**config.mk**
```make
export PLATFORM = sky130hd
export DESIGN_NAME = mod3_checked_adder
export DESIGN_NICKNAME = d
export VERILOG_FILES = /design/src/rtl/radd_pkg.sv /design/src/rtl/mod3_residue.sv /design/src/rtl/radd_ctrl.sv /design/src/rtl/radd_datapath.sv /design/src/rtl/mod3_checked_adder.sv
export SDC_FILE = /design/constraint.sdc
export NUM_CORES = 1
export LEC_CHECK = 0
export BUFFER_PORTS_ARGS = -buffer_cell sky130_fd_sc_hd__buf_2
export CAP_MARGIN = 20
export CORE_UTILIZATION = 44
export DETAILED_ROUTE_END_ITERATION = 10
export PLACE_DENSITY = 0.68
export SYNTH_ARGS = -nofsm -noshare
export SYNTH_HDL_FRONTEND = slang
export SYNTH_SLANG_ARGS = --single-unit
```
**constraint.sdc**
```tcl
create_clock -name clk -period 7.15 [get_ports clk]
set_input_delay 0 -clock clk [delete_from_list [all_inputs] [get_ports clk]]
set_output_delay 0 -clock clk [all_outputs]
set_load 0.005 [all_outputs]
```
**src/rtl/radd_pkg.sv**
```systemverilog
package radd_pkg;

  // Strobes from the control to the datapath
  typedef struct packed {
    logic loadIn;   // capture operands and fault controls
    logic loadOut;  // register sum and error flag
  } raddStrobe_t;

  // Modulo-3 addition of two residues in the range 0..2
  function automatic logic [1:0] mod3Add(input logic [1:0] x, input logic [1:0] y);
    logic [2:0] s;
    s = {1'b0, x} + {1'b0, y};
    if (s >= 3'd3) s = s - 3'd3;
    return s[1:0];
  endfunction

endpackage

```
**src/rtl/mod3_residue.sv**
```systemverilog
module mod3_residue #(
  parameter int W = 8
) (
  input  logic [W-1:0] word,
  output logic [1:0]   res
);
  import radd_pkg::*;

  // Bit i weighs 2^i, which is 1 mod 3 for even i and 2 (that is, -1) for odd i
  always_comb begin
    res = 2'd0;
    for (int i = 0; i < W; i++) begin
      if (word[i]) res = mod3Add(res, (i % 2 == 0) ? 2'd1 : 2'd2);
    end
  end

endmodule

```
**src/rtl/radd_ctrl.sv**
```systemverilog
module radd_ctrl (
  input  logic                    clk,
  input  logic                    rstN,
  input  logic                    inValid,
  output radd_pkg::raddStrobe_t   strobe,
  output logic                    outValid
);
  logic stageValid;

  always_ff @(posedge clk) begin
    if (!rstN) begin
      stageValid <= 1'b0;
      outValid   <= 1'b0;
    end else begin
      stageValid <= inValid;
      outValid   <= stageValid;
    end
  end

  always_comb begin
    strobe.loadIn  = inValid;
    strobe.loadOut = stageValid;
  end


  valid_pulse_chk: assert property (@(posedge clk) disable iff (!rstN)
    outValid |-> $past(inValid, 2));


  idle_no_valid_chk: assert property (@(posedge clk) disable iff (!rstN)
    !stageValid |=> !outValid);

endmodule

```
**src/rtl/radd_datapath.sv**
```systemverilog
module radd_datapath #(
  parameter int W    = 8,
  parameter int SELW = $clog2(W + 1)
) (
  input  logic                  clk,
  input  logic                  rstN,
  input  radd_pkg::raddStrobe_t strobe,
  input  logic [W-1:0]          opA,
  input  logic [W-1:0]          opB,
  input  logic                  faultEn,
  input  logic [SELW-1:0]       faultSel,
  output logic [W:0]            sumOut,
  output logic                  errFlag
);
  import radd_pkg::*;

  logic [W-1:0]    aQ, bQ;
  logic            faultEnQ;
  logic [SELW-1:0] faultSelQ;
  logic [W:0]      rawSum, flipMask, checkSum;
  logic [1:0]      resA, resB, resSum, resPredict;
  logic            mismatch;

  // Input register stage
  always_ff @(posedge clk) begin
    if (!rstN) begin
      aQ        <= '0;
      bQ        <= '0;
      faultEnQ  <= 1'b0;
      faultSelQ <= '0;
    end else if (strobe.loadIn) begin
      aQ        <= opA;
      bQ        <= opB;
      faultEnQ  <= faultEn;
      faultSelQ <= faultSel;
    end
  end

  assign rawSum = {1'b0, aQ} + {1'b0, bQ};

  // One-hot inversion mask; selector codes above W match no bit
  always_comb begin
    for (int i = 0; i <= W; i++) begin
      flipMask[i] = faultEnQ && (faultSelQ == SELW'(i));
    end
  end

  assign checkSum = rawSum ^ flipMask;

  // Residue path, independent of the adder
  mod3_residue #(.W(W))     u_resA   (.word(aQ),       .res(resA));
  mod3_residue #(.W(W))     u_resB   (.word(bQ),       .res(resB));
  mod3_residue #(.W(W + 1)) u_resSum (.word(checkSum), .res(resSum));

  assign resPredict = mod3Add(resA, resB);
  assign mismatch   = (resPredict != resSum);

  // Output register stage
  always_ff @(posedge clk) begin
    if (!rstN) begin
      sumOut  <= '0;
      errFlag <= 1'b0;
    end else if (strobe.loadOut) begin
      sumOut  <= checkSum;
      errFlag <= mismatch;
    end
  end


  clean_residue_chk: assert property (@(posedge clk) disable iff (!rstN)
    (strobe.loadOut && !faultEnQ) |=> !errFlag);


  flip_detect_chk: assert property (@(posedge clk) disable iff (!rstN)
    (strobe.loadOut && (|flipMask)) |=> errFlag);


  hold_sum_chk: assert property (@(posedge clk) disable iff (!rstN)
    !strobe.loadOut |=> ($stable(sumOut) && $stable(errFlag)));


  single_flip_chk: assert property (@(posedge clk) disable iff (!rstN)
    strobe.loadOut |-> $onehot0(flipMask));

endmodule

```
**src/rtl/mod3_checked_adder.sv**
```systemverilog
module mod3_checked_adder #(
  parameter int W = 8,
  localparam int SELW = $clog2(W + 1)
) (
  input  logic            clk,
  input  logic            rstN,
  input  logic            inValid,
  input  logic [W-1:0]    opA,
  input  logic [W-1:0]    opB,
  input  logic            faultEn,
  input  logic [SELW-1:0] faultSel,
  output logic [W:0]      sumOut,
  output logic            outValid,
  output logic            errFlag
);
  import radd_pkg::*;

  raddStrobe_t strobe;

  radd_ctrl u_ctrl (
    .clk      (clk),
    .rstN     (rstN),
    .inValid  (inValid),
    .strobe   (strobe),
    .outValid (outValid)
  );

  radd_datapath #(.W(W), .SELW(SELW)) u_dp (
    .clk      (clk),
    .rstN     (rstN),
    .strobe   (strobe),
    .opA      (opA),
    .opB      (opB),
    .faultEn  (faultEn),
    .faultSel (faultSel),
    .sumOut   (sumOut),
    .errFlag  (errFlag)
  );


  sum_match_chk: assert property (@(posedge clk) disable iff (!rstN)
    (outValid && !$past(faultEn, 2)) |->
      (sumOut == ({1'b0, $past(opA, 2)} + {1'b0, $past(opB, 2)})));


  sel_ignore_chk: assert property (@(posedge clk) disable iff (!rstN)
    (outValid && $past(faultEn, 2) && ($past(faultSel, 2) > SELW'(W))) |->
      (!errFlag && (sumOut == ({1'b0, $past(opA, 2)} + {1'b0, $past(opB, 2)}))));


  reset_idle_chk: assert property (@(posedge clk)
    $past(!rstN) |-> (!outValid && !errFlag && (sumOut == '0)));

endmodule

```
# Word-level counts from Yosys, hierarchy flattened
# Index checks and enable logic that the tools add are counted.
[op_classes]
eq_ne = 9
n_mux = 48
n_lt_le_gt_ge = 23
bitwise = 1
n_addsub = 47
reduce_logical = 10
[op_table]
columns = ["operator", "count"]
rows = [
  ["$mux W2", 45],
  ["$ge A3 B2 Y1 const B", 23],
  ["$sub A2 B2 Y2 const B", 23],
  ["$add A2 B1 Y3 const B", 10],
  ["$add A2 B2 Y3 const B", 9],
  ["$eq A4 B3 Y1 const B", 4],
  ["$add A1 B2 Y3 const B", 3],
  ["$add A8 B8 Y9", 1],
  ["$logic_and A1 B1 Y1", 9],
  ["$xor A9 B9 Y9", 1],
  ["$eq A4 B2 Y1 const B", 2],
  ["$eq A4 B1 Y1 const B", 1],
  ["$eq A4 B4 Y1 const B", 1],
  ["$logic_not A4 Y1", 1],
  ["$add A2 B2 Y3", 1],
  ["$mux W1", 3],
  ["$ne A2 B2 Y1", 1],
]
[word_totals]
ff_bits = 33
word_cells = 146

# Logic depth before layout (Yosys ltp)
[logic_depth]
word_depth = 37
depth_mapped = 29
mapped_depth_nobuf = 29

# Cells and area by module
# Synthesis repeated with hierarchy kept, for this count alone.
[hier_totals]
hier_cells = 352
hier_area_um2 = 3224.3
[by_module_without_submodules]
columns = ["mod", "instances", "seq_area_each_um2", "cells_per_inst", "area_each_um2"]
rows = [
  ["radd_datapath", 1, 620.6, 177, 1744.2],
  ["mod3_residue (u_dp.u_resA ...)", 2, 0.0, 51, 437.9],
  ["mod3_residue (u_dp.u_resSum)", 1, 0.0, 67, 536.8],
  ["radd_ctrl", 1, 40.0, 6, 67.6],
]

# Least setup slack after synthesis
# OpenSTA, ideal clock, no wires.
[synth_path]
path_type = "register to register"
from = "register u_dp.bQ[0]"
to = "register u_dp.errFlag"
t_required_ns = 7.091
path_buffers = 0
period_less_slack_ns = 5.284
setup_slack_ns = 1.866
path_stages_with_launch = 27
arrival_ns = 5.225
cell_sequence = "dfxtp_1 > ha_1 > inv_1 > fa_1 > xnor2_1 > inv_1 > ha_1 > o21ai_0 > nand2_1 > ha_1 > a21boi_0 > or2_2 > ha_1 > and2_1 > a31o_2 > ha_1 > nor2_1 > and3_1 > o21ai_0 > o21ai_1 > ha_1 > mux2i_1 > ha_1 > and3_1 > a311o_1 > a211oi_1 > o31a_1"
[synth_lines]
columns = ["element", "line_no", "source"]
rows = [
  ["from (decl)", "radd_datapath.sv:17", "logic [W-1:0] aQ, bQ;"],
  ["from (signal assigned)", "radd_datapath.sv:33", "bQ <= opB;"],
  ["$add A8 B8 Y9 *", "radd_datapath.sv:39", "assign rawSum = {1'b0, aQ} + {1'b0, bQ};"],
  ["$xor A9 B9 Y9 *", "radd_datapath.sv:48", "assign checkSum = rawSum ^ flipMask;"],
  ["via u_dp.checkSum[1]", "radd_datapath.sv:20", "logic [W:0] rawSum, flipMask, checkSum;"],
  ["$mux W2 *", "mod3_residue.sv:13", "if (word[i]) res = mod3Add(res, (i % 2 == 0) ? 2'd1 : 2'd2);"],
  ["$add A2 B1 Y3", "radd_pkg.sv:12", "s = {1'b0, x} + {1'b0, y};"],
  ["$ge A3 B2 Y1 / $sub A2 B2 Y2 (equally long branches)", "radd_pkg.sv:13", "if (s >= 3'd3) s = s - 3'd3;"],
  ["$mux W2", "radd_pkg.sv:13", ""],
  ["$mux W2 *", "mod3_residue.sv:13", ""],
  ["[... 17 more ...]", "--", ""],
  ["$ge A3 B2 Y1 / $sub A2 B2 Y2 (equally long branches)", "radd_pkg.sv:13", ""],
  ["$mux W2", "radd_pkg.sv:13", ""],
  ["$mux W2 *", "mod3_residue.sv:13", ""],
  ["$add A2 B1 Y3", "radd_pkg.sv:12", ""],
  ["$ge A3 B2 Y1 / $sub A2 B2 Y2 (equally long branches)", "radd_pkg.sv:13", ""],
  ["$mux W2", "radd_pkg.sv:13", ""],
  ["$mux W2 *", "mod3_residue.sv:13", ""],
  ["$ne A2 B2 Y1 *", "radd_datapath.sv:56", "assign mismatch = (resPredict != resSum);"],
  ["to (signal assigned)", "radd_datapath.sv:65", "errFlag <= mismatch;"],
  ["to (decl)", "radd_datapath.sv:13", "output logic errFlag"],
]
# Mark *: on every way through the listed nets, which the timed path passes. The rest lies on a longest branch.
# A chain may end at the register's enable or synchronous reset.

# Final worst setup path
# Same ends and word-level chain as after synthesis.

==> impl_metrics.csv <==
group,metric,value,unit
logic_synthesis,synth_cell_type_count,60,
clock_tree,cts_root_buffer,"clkbuf_8",
setup_path,worstPathArrival,6.02,ns
timing,rsz0062_at_grt,"no",
run,max_cap_viol_count,0,
layout,nets,466,
timing,fin_crit,5.790,ns
layout,drive_above_1_share,13.97,%
setup_path,endpoint,"u_dp.errFlag",
timing,max_slew_margin,44.06,%
timing,finalSetupViolCount,0,
logic_synthesis,synth_enable_flop_cells,0,
global_routing,grt_pass1_wl,11340,um
setup_path,crit_fanout,5,
setup_path,critPathKind,"reg2reg",
timing,clock-skew-final,0.003962,ns
logic_synthesis,synthAdderAreaFrac,14.90,%
layout,diodes,0,
min_path,hold_class,"in2reg",
clock_tree,htreeDepth,2,
logic_synthesis,synth.cell_area,0.003040,mm^2
floorplan,die-area,0.007246,mm^2
setup_path,crit_family,"adder cells",
clock_tree,clock_sinks,33,
logic_synthesis,synth_xor_area_share,6.214,%
floorplan,num_rows,29,
routing,num_vias,2668,
power,ir_worst_vdd,0.1097,mV
setup_path,crit_start,"u_dp.bQ[0]",
setup_path,cp_slowest_cell,"fa_1",
logic_synthesis,synth_compound_area_share,17.53,%
power,intPower,433.5,uW
clock_tree,cts_tree,"yes",
layout,syn_to_final_growth,17.08,%
setup_path,endpoint_kind,"flip-flop",
logic_synthesis,synth-simple-area-share,21.85,%
power,p_clk_share,22.9,%
layout,nFillCells,586,
setup_path,r2r_cells,26,
outcome,status,"finished, final reports clean",
power,leakage,1.594,nW
routing,viasPerCell,5.501,
timing,worst_pin_slew,0.8331,ns
logic_synthesis,ys_warn_count,0,
setup_path,cpPeakStageDelay,0.46,ns
layout,final_cells,485,
placement,post-place-cells,456,
global_routing,grt_pass1_vias,2633,
timing,hold_viol_final,0,
setup_path,r2r_end,"u_dp.errFlag",
routing,wirelength,6351,um
power,p_per_area,194.1,mW/mm^2
setup_path,path_depth,26,
timing,fin_crit_sh,80.98,%
setup_path,rr_startpoint,"u_dp.bQ[0]",
routing,wl_per_cell,13.09,um
logic_synthesis,syn_inst,360,
setup_path,cp-start-kind,"flip-flop",
routing,first_iter_violations,105,
power,power_frac_seq,30.7,%
setup_path,path_buf_inv,2,
min_path,hold_depth,2,
setup_path,reg2reg_slack,1.36,ns
timing,max_freq,172.7,MHz
routing,drcViolationCount,0,
floorplan,core_region_area,0.006495,mm^2
global_routing,track_usage,19.25,%
routing,final_antenna_net_count,0,
clock_tree,cts_buffer_depth,2,
floorplan,die_h,85.13,um
logic_synthesis,postSynth.asyncResetShare,0,%
logic_synthesis,syn_nets,419,
logic_synthesis,synth-main-ff-cell,"dfxtp_1",
layout,final_cell_mix,"mux2i_1, buf_2, ha_1, dfxtp_1, nand2_1",
routing,drt-pass1-iter-count,4,
logic_synthesis,yosysSeqAreaShare,21.73,%
placement,pre_cts_ws,1.368,ns
global_routing,grt_max_degree,34,
floorplan,die_w,85.13,um
setup_path,crit_top_cell,"ha_1",
logic_synthesis,synth.mux.area_fraction,13.37,%
placement,place_congestion,0.8130,
timing,setup_slack,1.360,ns
layout,fin_util,54.81,%
power,p_sw,257.5,uW
power,p_sw_share,37.27,%
floorplan,start_util,46.81,%
timing,slew_viol_final,0,
clock_tree,clkSlewWorstSetupHoldPaths,0.07,ns
setup_path,required,7.38,ns
clock_tree,clk_latency,0.29,ns
logic_synthesis,syn_area_per_cell,8.446,um^2
global_routing,grt_overflow,0,
clock_tree,cts_buffers,5,
logic_synthesis,ys_seq_elements,33,
placement,hpwl,4740,um
timing,tns,0,ns
placement,portBuffers,34,
layout,mostFrequentLayoutCell,"mux2i_1",
power,comb_power_share,46.4,%
logic_synthesis,synth_top_family_by_area,"simple AND/OR/NAND/NOR gates",
clock_tree,cts_resized,0,
floorplan,io_pins,35,
global_routing,grt_antenna_before_repair,0,
state kept, by name (all words and copies together) (netlist names):
name	flops
u_ctrl.stageValid	1
u_dp.bQ	8
u_dp.faultSelQ	4
u_dp.faultEnQ	1
u_ctrl.outValid	1
u_dp.errFlag	1
u_dp.sumOut	9
u_dp.aQ	8
cells in the mapped netlist, types with 2 or more instances:
master / count / area [um^2]
ha_1: 33 / 412.9
nor2b_1: 27 / 168.9
or3b_1: 3 / 26.28
a21o_1: 2 / 15.01
a211oi_1: 3 / 22.52
nand2_1: 32 / 120.1
clkbuf_1: 13 / 48.80
o21a_1: 3 / 22.52
o211a_1: 7 / 70.07
nor2_1: 14 / 52.55
mux2_2: 5 / 56.30
inv_1: 20 / 75.07
buf_2: 2 / 10.01
dfxtp_1: 33 / 660.6
nand3_1: 10 / 50.05
nand2b_1: 5 / 31.28
xor2_1: 4 / 35.03
mux2i_1: 35 / 350.3
a21oi_1: 16 / 80.08
nor3b_1: 5 / 37.54
and3_1: 2 / 12.51
a31oi_1: 2 / 12.51
o22ai_1: 2 / 12.51
nor3_1: 8 / 40.04
xnor2_1: 15 / 131.4
a311o_1: 2 / 20.02
fa_1: 2 / 40.04
and2_1: 5 / 31.28
o21ai_0: 10 / 50.05
o211ai_1: 2 / 15.01
o21ai_1: 9 / 45.04
power groups by stage:
| stage | clock network [mW] | registers, mW | logic [mW] |
|---|---|---|---|
| 4_1_cts | 0.163 | 0.212 | 0.320 |
| 6_report | 0.158 | 0.212 | 0.321 |
| 3_5_place_dp | 0 | 0.216 | 0.309 |
| 2_1_floorplan | 0 | 0.208 | 0.255 |
| 3_3_place_gp | 0 | 0.216 | 0.298 |
| 5_1_grt | 0.170 | 0.215 | 0.367 |
layer usage:
layer / track usage, % / part of all wire, % / vias to the layer above
met1: 23.00 / 47 / 1217
met5: 0 / 0 / -
li1: - / - / 1378
met3: 2.821 / 2.5 / 13
met4: 7.550 / 2.3 / 0
met2: 34.60 / 48 / 60
worst min path at each step:
stage,start,to
after floorplan,rstN,u_dp.sumOut[8]
after global placement,faultSel[1],u_dp.faultSelQ[1]
after CTS,rstN,u_dp.sumOut[2]
after detailed placement,opA[5],u_dp.aQ[5]
final,rstN,u_dp.sumOut[2]
after global routing,rstN,u_dp.sumOut[7]
final cells by class:
type                            count  area (um^2)  share of cell area, %
Clock buffer                        7        96.34                  2.707
Clock inverter                      1        5.005                 0.1406
Inverter                           20        75.07                  2.109
Multi-Input combinational cell    292         2246                  63.09
Sequential cell                    33        660.6                  18.56
Tap cell                           77        96.34                  2.707
Timing Repair Buffer               55        380.4                  10.69
cell families after synthesis:
family | count (synthesis)
buf+inv | 35
fa+ha+maj | 35
xor+xnor | 20
compound gates | 75
mux | 40
simple gates | 122
flops | 33
per-stage QoR:
stage / area [um^2] / power [mW] / hold WS [ns]
6_report: 3560 / 0.6910 / 0.2282
5_1_grt: 3560 / 0.7512 / 0.2669
4_1_cts: 3560 / 0.6949 / 0.2323
3_5_place_dp: 3248 / 0.5248 / 0.2627
3_3_place_gp: 3248 / 0.5134 / 0.2546
2_1_floorplan: 3040 / 0.4632 / 0.1282
what timing repair did:
action                                  CTS  global route
hold buffers                             21             0
endpoints found under the setup margin    0             0
setup buffers                             0             0
endpoints found under the hold margin    21             0
worst reg2reg max path, delay by kind of cell, from the launching register on:
family,cells,cell delay [ns]
AND/OR/NAND/NOR,6,1.01
multiplexers,1,0.14
AO/OA/AOI/OAI,8,1.55
flip-flops,1,0.42
adder cells (fa/ha/maj),8,2.15
XOR/XNOR,1,0.30
buffers and inverters,2,0.15
(Power assumes the default switching activity.)
